[src/rtl/vec_intc_pkg.sv]
// Package vec_intc_pkg
// Register offsets, field positions and shared types of the interrupt
// controller. Offsets are byte addresses on a word-aligned bus.
package vec_intc_pkg;

    localparam int WORD_W       = 32;
    localparam int BANK_W       = 32;
    localparam int WIN_W        = 7;
    localparam int SPUR_W       = WORD_W - WIN_W;

    localparam int OFF_REV      = 'h000;
    localparam int OFF_SYSCFG   = 'h010;
    localparam int OFF_SYSSTAT  = 'h014;
    localparam int OFF_SIR      = 'h040;
    localparam int OFF_CTRL     = 'h048;
    localparam int OFF_PROT     = 'h04C;
    localparam int OFF_IDLE     = 'h050;
    localparam int OFF_THRESH   = 'h068;
    localparam int OFF_MASK     = 'h084;
    localparam int OFF_MCLR     = 'h088;
    localparam int OFF_MSET     = 'h08C;
    localparam int OFF_PEND     = 'h098;
    localparam int BANK_STRIDE  = 'h020;
    localparam int OFF_PRIO     = 'h100;

    localparam int CTRL_ACK_BIT = 0;
    localparam int SRST_BIT     = 1;

    typedef enum logic [1:0] {
        ST_IDLE = 2'd0,
        ST_SORT = 2'd1,
        ST_HELD = 2'd2
    } sort_state_t;

endpackage

[src/rtl/vec_intc_bank.sv]
// Module vec_intc_bank
// One 32-line mask bank. The mask changes only through write-one set and
// clear strobes. It also forms the masked pending word of its lines.
// Assumes set_we and clr_we are never high together (distinct addresses).
module vec_intc_bank
    import vec_intc_pkg::*;
(
    input  logic              clk,
    input  logic              rst_n,
    input  logic              clr,
    input  logic              set_we,
    input  logic              clr_we,
    input  logic [BANK_W-1:0] wdata,
    input  logic [BANK_W-1:0] lines,
    output logic [BANK_W-1:0] mask,
    output logic [BANK_W-1:0] pend
);

    logic [BANK_W-1:0] set_bits;
    logic [BANK_W-1:0] clr_bits;

    // Select which mask bits this cycle's write sets or clears.
    always_comb begin
        set_bits = set_we ? wdata : '0;
        clr_bits = clr_we ? wdata : '0;
    end

    // Mask state: all ones out of reset, then set/clear by write-one strobes.
    always_ff @(posedge clk) begin
        if (!rst_n || clr) begin
            mask <= '1;
        end else begin
            mask <= (mask | set_bits) & ~clr_bits;
        end
    end

    // Masked pending status of the bank.
    assign pend = lines & ~mask;

endmodule

[src/rtl/vec_intc_sorter.sv]
// Module vec_intc_sorter
// Picks the lowest-numbered pending line, waits SORT_CYCLES cycles while
// checking that the winner stays pending, then publishes the number (with a
// spurious signature if the winner was lost) and holds the interrupt until
// acknowledged. Assumes NUM_LINES <= 128 and SORT_CYCLES >= 1.
module vec_intc_sorter
    import vec_intc_pkg::*;
#(
    parameter int NUM_LINES   = 96,
    parameter int SORT_CYCLES = 10
) (
    input  logic                 clk,
    input  logic                 rst_n,
    input  logic                 clr,
    input  logic [NUM_LINES-1:0] pend,
    input  logic                 ack,
    output logic                 irq,
    output logic                 sorting,
    output logic [WORD_W-1:0]    sir
);

    localparam int CNT_W = $clog2(SORT_CYCLES + 1);

    sort_state_t      state;
    logic [CNT_W-1:0] cnt;
    logic [WIN_W-1:0] win_q;
    logic [WIN_W-1:0] win_d;
    logic             any_d;
    logic             spur_q;
    logic             lost;

    // Priority encoder: lowest-numbered pending line wins.
    always_comb begin
        any_d = 1'b0;
        win_d = '0;
        for (int i = NUM_LINES - 1; i >= 0; i--) begin
            if (pend[i]) begin
                any_d = 1'b1;
                win_d = WIN_W'(i);
            end
        end
    end

    // The captured winner has stopped being pending (dropped or masked).
    assign lost = !pend[win_q];

    // Sort sequencer: idle -> sorting window -> held until acknowledge.
    always_ff @(posedge clk) begin
        if (!rst_n || clr) begin
            state  <= ST_IDLE;
            cnt    <= '0;
            win_q  <= '0;
            spur_q <= 1'b0;
            sir    <= '0;
        end else begin
            case (state)
                ST_IDLE: begin
                    if (any_d) begin
                        state  <= ST_SORT;
                        cnt    <= CNT_W'(SORT_CYCLES - 1);
                        win_q  <= win_d;
                        spur_q <= 1'b0;
                    end
                end
                ST_SORT: begin
                    if (cnt == '0) begin
                        state <= ST_HELD;
                        sir   <= {(spur_q || lost) ? {SPUR_W{1'b1}} : {SPUR_W{1'b0}}, win_q};
                    end else begin
                        cnt    <= cnt - 1'b1;
                        spur_q <= spur_q || lost;
                    end
                end
                ST_HELD: begin
                    if (ack) begin
                        state <= ST_IDLE;
                    end
                end
                default: state <= ST_IDLE;
            endcase
        end
    end

    assign irq     = (state == ST_HELD);
    assign sorting = (state == ST_SORT);

endmodule

[src/rtl/vec_intc_srst.sv]
// Module vec_intc_srst
// Soft-reset sequencer: a start pulse holds busy high for RESET_CYCLES
// cycles. Assumes RESET_CYCLES >= 1 and start only arrives while idle.
module vec_intc_srst #(
    parameter int RESET_CYCLES = 4
) (
    input  logic clk,
    input  logic rst_n,
    input  logic start,
    output logic busy
);

    localparam int RC_W = $clog2(RESET_CYCLES + 1);

    logic [RC_W-1:0] cnt;

    // Load on start, count down to zero.
    always_ff @(posedge clk) begin
        if (!rst_n) begin
            cnt <= '0;
        end else if (start) begin
            cnt <= RC_W'(RESET_CYCLES);
        end else if (cnt != '0) begin
            cnt <= cnt - 1'b1;
        end
    end

    assign busy = (cnt != '0);

endmodule

[src/rtl/vec_intc.sv]
// Module vec_intc (top)
// Memory-mapped vectored interrupt controller for level-sensitive lines.
// Register decode, storage-only registers, mask banks, sorter and soft
// reset. Assumes NUM_LINES is 96 or 128 (a multiple of 32, at most 128),
// word-aligned accesses, and ADDR_W wide enough for 0x100+4*NUM_LINES.
module vec_intc
    import vec_intc_pkg::*;
#(
    parameter int NUM_LINES    = 96,
    parameter int ADDR_W       = 12,
    parameter int SORT_CYCLES  = 10,
    parameter int RESET_CYCLES = 4,
    parameter int REV_MAJOR    = 5,
    parameter int REV_MINOR    = 0
) (
    input  logic                 clk,
    input  logic                 rst_n,
    input  logic [ADDR_W-1:0]    bus_addr,
    input  logic                 bus_we,
    input  logic [WORD_W-1:0]    bus_wdata,
    output logic [WORD_W-1:0]    bus_rdata,
    input  logic [NUM_LINES-1:0] irq_lines,
    output logic                 irq_out
);

    localparam int NUM_BANKS = NUM_LINES / BANK_W;
    localparam int PW        = $clog2(NUM_LINES);

    logic                 wr_ok;
    logic                 srst_go;
    logic                 srst_busy;
    logic                 clr_all;
    logic                 ack;
    logic [NUM_LINES-1:0] mask_all;
    logic [NUM_LINES-1:0] pend_all;
    logic [WORD_W-1:0]    sir_w;
    logic                 sort_busy;
    logic [WORD_W-1:0]    syscfg_q;
    logic [WORD_W-1:0]    prot_q;
    logic [WORD_W-1:0]    idle_q;
    logic [WORD_W-1:0]    thresh_q;
    logic [7:0]           prio_q [NUM_LINES];
    logic                 prio_hit;
    logic [PW-1:0]        prio_idx;

    // Write qualification, soft-reset start and acknowledge strobes.
    always_comb begin
        wr_ok   = bus_we && !srst_busy;
        srst_go = wr_ok && (bus_addr == ADDR_W'(OFF_SYSCFG)) && bus_wdata[SRST_BIT];
        ack     = wr_ok && (bus_addr == ADDR_W'(OFF_CTRL)) && bus_wdata[CTRL_ACK_BIT];
        clr_all = srst_go || srst_busy;
    end

    vec_intc_srst #(
        .RESET_CYCLES(RESET_CYCLES)
    ) u_srst (
        .clk  (clk),
        .rst_n(rst_n),
        .start(srst_go),
        .busy (srst_busy)
    );

    // One mask bank per 32 lines, each with its own set/clear aliases.
    for (genvar b = 0; b < NUM_BANKS; b++) begin : g_bank
        logic set_we;
        logic clr_we;
        assign set_we = wr_ok && (bus_addr == ADDR_W'(OFF_MSET + BANK_STRIDE * b));
        assign clr_we = wr_ok && (bus_addr == ADDR_W'(OFF_MCLR + BANK_STRIDE * b));
        vec_intc_bank u_bank (
            .clk   (clk),
            .rst_n (rst_n),
            .clr   (clr_all),
            .set_we(set_we),
            .clr_we(clr_we),
            .wdata (bus_wdata),
            .lines (irq_lines[b*BANK_W +: BANK_W]),
            .mask  (mask_all[b*BANK_W +: BANK_W]),
            .pend  (pend_all[b*BANK_W +: BANK_W])
        );
    end

    vec_intc_sorter #(
        .NUM_LINES  (NUM_LINES),
        .SORT_CYCLES(SORT_CYCLES)
    ) u_sorter (
        .clk    (clk),
        .rst_n  (rst_n),
        .clr    (clr_all),
        .pend   (pend_all),
        .ack    (ack),
        .irq    (irq_out),
        .sorting(sort_busy),
        .sir    (sir_w)
    );

    // Storage-only configuration words; the reset-start bit is not kept.
    always_ff @(posedge clk) begin
        if (!rst_n || clr_all) begin
            syscfg_q <= '0;
            prot_q   <= '0;
            idle_q   <= '0;
            thresh_q <= '0;
        end else if (wr_ok) begin
            if (bus_addr == ADDR_W'(OFF_SYSCFG)) syscfg_q <= bus_wdata & ~(WORD_W'(1) << SRST_BIT);
            if (bus_addr == ADDR_W'(OFF_PROT))   prot_q   <= bus_wdata;
            if (bus_addr == ADDR_W'(OFF_IDLE))   idle_q   <= bus_wdata;
            if (bus_addr == ADDR_W'(OFF_THRESH)) thresh_q <= bus_wdata;
        end
    end

    // Per-line 8-bit storage fields at 0x100 + 4*n.
    always_ff @(posedge clk) begin
        for (int n = 0; n < NUM_LINES; n++) begin
            if (!rst_n || clr_all) begin
                prio_q[n] <= '0;
            end else if (wr_ok && (bus_addr == ADDR_W'(OFF_PRIO + 4 * n))) begin
                prio_q[n] <= bus_wdata[7:0];
            end
        end
    end

    // Address window and index of the per-line storage fields.
    always_comb begin
        prio_hit = (bus_addr >= ADDR_W'(OFF_PRIO)) &&
                   (bus_addr <  ADDR_W'(OFF_PRIO + 4 * NUM_LINES)) &&
                   (bus_addr[1:0] == 2'b00);
        prio_idx = bus_addr[PW+1:2] - PW'(OFF_PRIO / 4);
    end

    // Read multiplexer; unmapped and write-only offsets read zero.
    always_comb begin
        bus_rdata = '0;
        if (bus_addr == ADDR_W'(OFF_REV))     bus_rdata = {24'd0, 4'(REV_MAJOR), 4'(REV_MINOR)};
        if (bus_addr == ADDR_W'(OFF_SYSCFG))  bus_rdata = syscfg_q;
        if (bus_addr == ADDR_W'(OFF_SYSSTAT)) bus_rdata = {31'd0, !srst_busy};
        if (bus_addr == ADDR_W'(OFF_SIR))     bus_rdata = sir_w;
        if (bus_addr == ADDR_W'(OFF_PROT))    bus_rdata = prot_q;
        if (bus_addr == ADDR_W'(OFF_IDLE))    bus_rdata = idle_q;
        if (bus_addr == ADDR_W'(OFF_THRESH))  bus_rdata = thresh_q;
        for (int b = 0; b < NUM_BANKS; b++) begin
            if (bus_addr == ADDR_W'(OFF_MASK + BANK_STRIDE * b)) bus_rdata = mask_all[b*BANK_W +: BANK_W];
            if (bus_addr == ADDR_W'(OFF_PEND + BANK_STRIDE * b)) bus_rdata = pend_all[b*BANK_W +: BANK_W];
        end
        if (prio_hit) bus_rdata = {24'd0, prio_q[prio_idx]};
    end

endmodule

[config.mk]
export PLATFORM = sky130hd
export DESIGN_NAME = vec_intc
export DESIGN_NICKNAME = d
export VERILOG_FILES = /design/src/rtl/vec_intc_pkg.sv /design/src/rtl/vec_intc_bank.sv /design/src/rtl/vec_intc_sorter.sv /design/src/rtl/vec_intc_srst.sv /design/src/rtl/vec_intc.sv
export SDC_FILE = /design/constraint.sdc
export NUM_CORES = 2
export LEC_CHECK = 0
export CAP_MARGIN = 5
export CORE_ASPECT_RATIO = 1.75
export CORE_MARGIN = 5
export CORE_UTILIZATION = 45
export DETAILED_ROUTE_END_ITERATION = 12
export GPL_TIMING_DRIVEN = 1
export PLACE_DENSITY = 0.74
export SYNTH_ARGS = -nofsm -noshare
export SYNTH_HDL_FRONTEND = slang
export SYNTH_SLANG_ARGS = --single-unit
[constraint.sdc]
create_clock -name clk -period 4.37 [get_ports clk]
set_input_delay 0.6555 -clock clk [delete_from_list [all_inputs] [get_ports clk]]
set_output_delay 0.6555 -clock clk [all_outputs]
set_load 0.02 [all_outputs]
==> flow_summary.ini <==
[global_route]
globalRoute.totalOverflow = 0
grt_max_degree = 107
antenna_found_initial = 35
grt_pass1_wl_mm = 296.8
track_usage_pct = 35.40
first_global_vias = 39628

[timing]
slew_violations = 0
fmax_mhz = 229.2
holdWs_ns = 0.4497
slew_headroom_pct = 13.10
setup_viol = 0
rsz0062_at_grt = no
post-route-min-period_ns = 4.363
period_share_pct = 99.84
fin_worst_skew_ns = 0.02564
tightestPinTransition_ns = 1.299
finalHoldViolCount = 0
tns_ns = 0

[place]
numPortBuffers = 175
post-dp-hpwl_mm = 145.8
place_congestion = 1.162

[clock_network]
insertion_delay_ns = 0.72
clockBufferDepth = 3
postCtsSetupBuffers = 0
htree_levels = 3
root_buffer = clkbuf_16
clk_pin_slew_worst_paths_ns = 0.06
cts_tree = done
clock-sinks = 1016
cts_hold_buffers = 0
cts_buffers = 92

[final_layout]
final_common_cell = edfxtp_1
syn_to_final_growth_pct = 18.29
drive_gt1_share_pct = 20.19
final_nets = 4699
most-common-layout-cells = edfxtp_1, and3_1, buf_4

[routing]
postRouteAntennaNets = 0
routed-via-count = 40364
m1WireLength_mm = 62.13
drcViolationCount = 0
dr_wl_met2_mm = 98.45
drt_first_pass_iters = 6
dr_wl_met3_mm = 20.40
routedWlPerCell_um = 34.20
routed_wl_mm = 209.5
top_layer = met5
drt_iter0_drc = 5647
viasPerCell = 6.591

[die]
row_count = 161
die_h_um = 451.0
die-area_um2 = 118100
ioPinCount = 176
die_w_um = 262.0
start_util_pct = 45.38
coreArea_um2 = 110200

[min_path]
hp-start = u_sorter.spur_q
hold_path.class = flop to flop

[critical_path]
r2r-start = u_srst.cnt[0]
arrival_ns = 3.71
path_max_fanout = 10
crit_start = bus_addr[8]
start_kind = input pin
end_kind = output port
critPathKind = input pin to output port
required_ns = 3.71

[power]
powerDensity_nw_per_um2 = 483.0
finalPower_w = 0.02857
ir_drop_mv = 0.3393
leakage_nw = 24.20

[yosys]
ys_warn_count = 0
synthCells = 4286
async_reset_ff_share_pct = 0
ys_seq_area_share_pct = 56.05
ys_ff_latch = 1016
synth_area_um2 = 50000
yosys_most_used_dff = edfxtp_1
synth_edf_count = 768
syn-num-nets = 4433
ys_types = 80
syn_area_per_cell_um2 = 11.67

[run_status]
status = finished clean

[job]
max-cap-violations = 0
==> stage by stage <==
step | cell area (um2) | instances | setup WS [ns] | util, %
after floorplan | 50000 | 4286 | 0.6948 | -
after global placement | 55910 | 5925 | -0.6280 | 50.74
after detailed placement | 55910 | 5925 | -0.5697 | 50.74
after CTS | 59000 | 6094 | 0.003033 | 53.54
after global routing | 59090 | 6101 | 0.004071 | 53.63
final | 59150 | 6124 | 0.007116 | 53.68
==> kinds of logic after synthesis <==
| family | Yosys count | share of synthesized area, % |
|---|---|---|
| mux | 267 | 11.42 |
| buf+inv | 482 | 3.909 |
| simple gates | 1723 | 19.14 |
| compound gates | 792 | 9.338 |
| fa+ha+maj | 4 | 0.1001 |
| flops | 1016 | 56.05 |
| xor+xnor | 2 | 0.03504 |
==> path summary, 6_finish.rpt <==
path | endpoint | slack (ns) | depth (start not counted)
hold reg to reg | u_sorter.spur_q | 0.45 | 2
setup / recovery | bus_rdata[20] | 0.007 | 12
hold / removal | u_sorter.spur_q | 0.45 | 2
setup reg to reg | prio_q[3][0] | 0.73 | 12
==> power breakdown <==
part           internal, W  switching (W)
logic              0.00222        0.00358
registers           0.0136       0.000758
clock network      0.00469        0.00376
total               0.0205        0.00810
==> flip-flops by register name, summed over array words and instances (netlist names) <==
name,cells
prot_q,32
u_sorter.win_q,7
u_sorter.cnt,4
idle_q,32
u_srst.cnt,3
syscfg_q,31
g_bank.u_bank.mask,96
prio_q,768
u_sorter.state,2
thresh_q,32
u_sorter.spur_q,1
u_sorter.sir,8
==> cells in the mapped netlist, types with 8 or more instances <==
cell       count  share of area [%]
buf_4         16               0.24
a2111oi_0      8               0.14
edfxtp_1     768                 46
nor2b_1       72               0.90
nor4_1        17               0.21
nand2_1      393                3.0
a211oi_1      16               0.24
mux4_2       242                 11
a22o_1         9               0.16
a21oi_1      303                3.0
nand3_1       39               0.39
inv_1         13              0.098
clkbuf_1     380                2.9
o21ai_0      258                2.6
a31oi_1        9               0.11
o2111ai_1      9               0.16
and2_1       161                2.0
nand2b_1      88                1.1
a221oi_1      34               0.60
nor3_1        29               0.29
o211ai_1      29               0.44
a221o_1        9               0.18
dfxtp_1      248                9.9
buf_2         68               0.68
and3_1       720                9.0
nor2_1       120               0.90
or4_1         11               0.17
a22oi_1       53               0.80
mux2i_1       16               0.32
o22ai_1        8               0.10
mux2_2         9               0.20
nand4_1       27               0.34
==> layer usage <==
metal	vias up	track usage, %
met5	-	0
li1	16713	-
met3	995	12.36
met1	19752	35.22
met4	14	36.21
met2	2890	55.37
==> what timing repair did <==
action                                  4_1_cts  5_1_grt
gates cloned                                  0        0
endpoints found under the setup margin       32       16
pin swaps                                     1        3
resized for setup                            48       26
==> cell type report <==
| type | instances | area [um2] |
|---|---|---|
| Antenna cell | 30 | 75.07 |
| Clock buffer | 115 | 2482 |
| Clock inverter | 54 | 583.1 |
| Fill cell | 9291 | 51040 |
| Inverter | 14 | 52.55 |
| Multi-Input combinational cell | 2788 | 20380 |
| Sequential cell | 1016 | 28030 |
| Tap cell | 1467 | 1836 |
| Timing Repair Buffer | 640 | 5709 |
==> worst max-delay path, cell delays in order <==
cell             delay [ns]
clkdlybuf4s50_1        0.45
or4_4                  0.61
buf_4                  0.19
buf_4                  0.15
nor3_4                 0.24
buf_12                 0.17
buf_4                  0.14
nand2_1                0.14
o21ai_0                0.23
a211oi_2               0.12
o211ai_1               0.20
dlygate4sd2_1          0.38
Power figures use the tool's default switching activity.
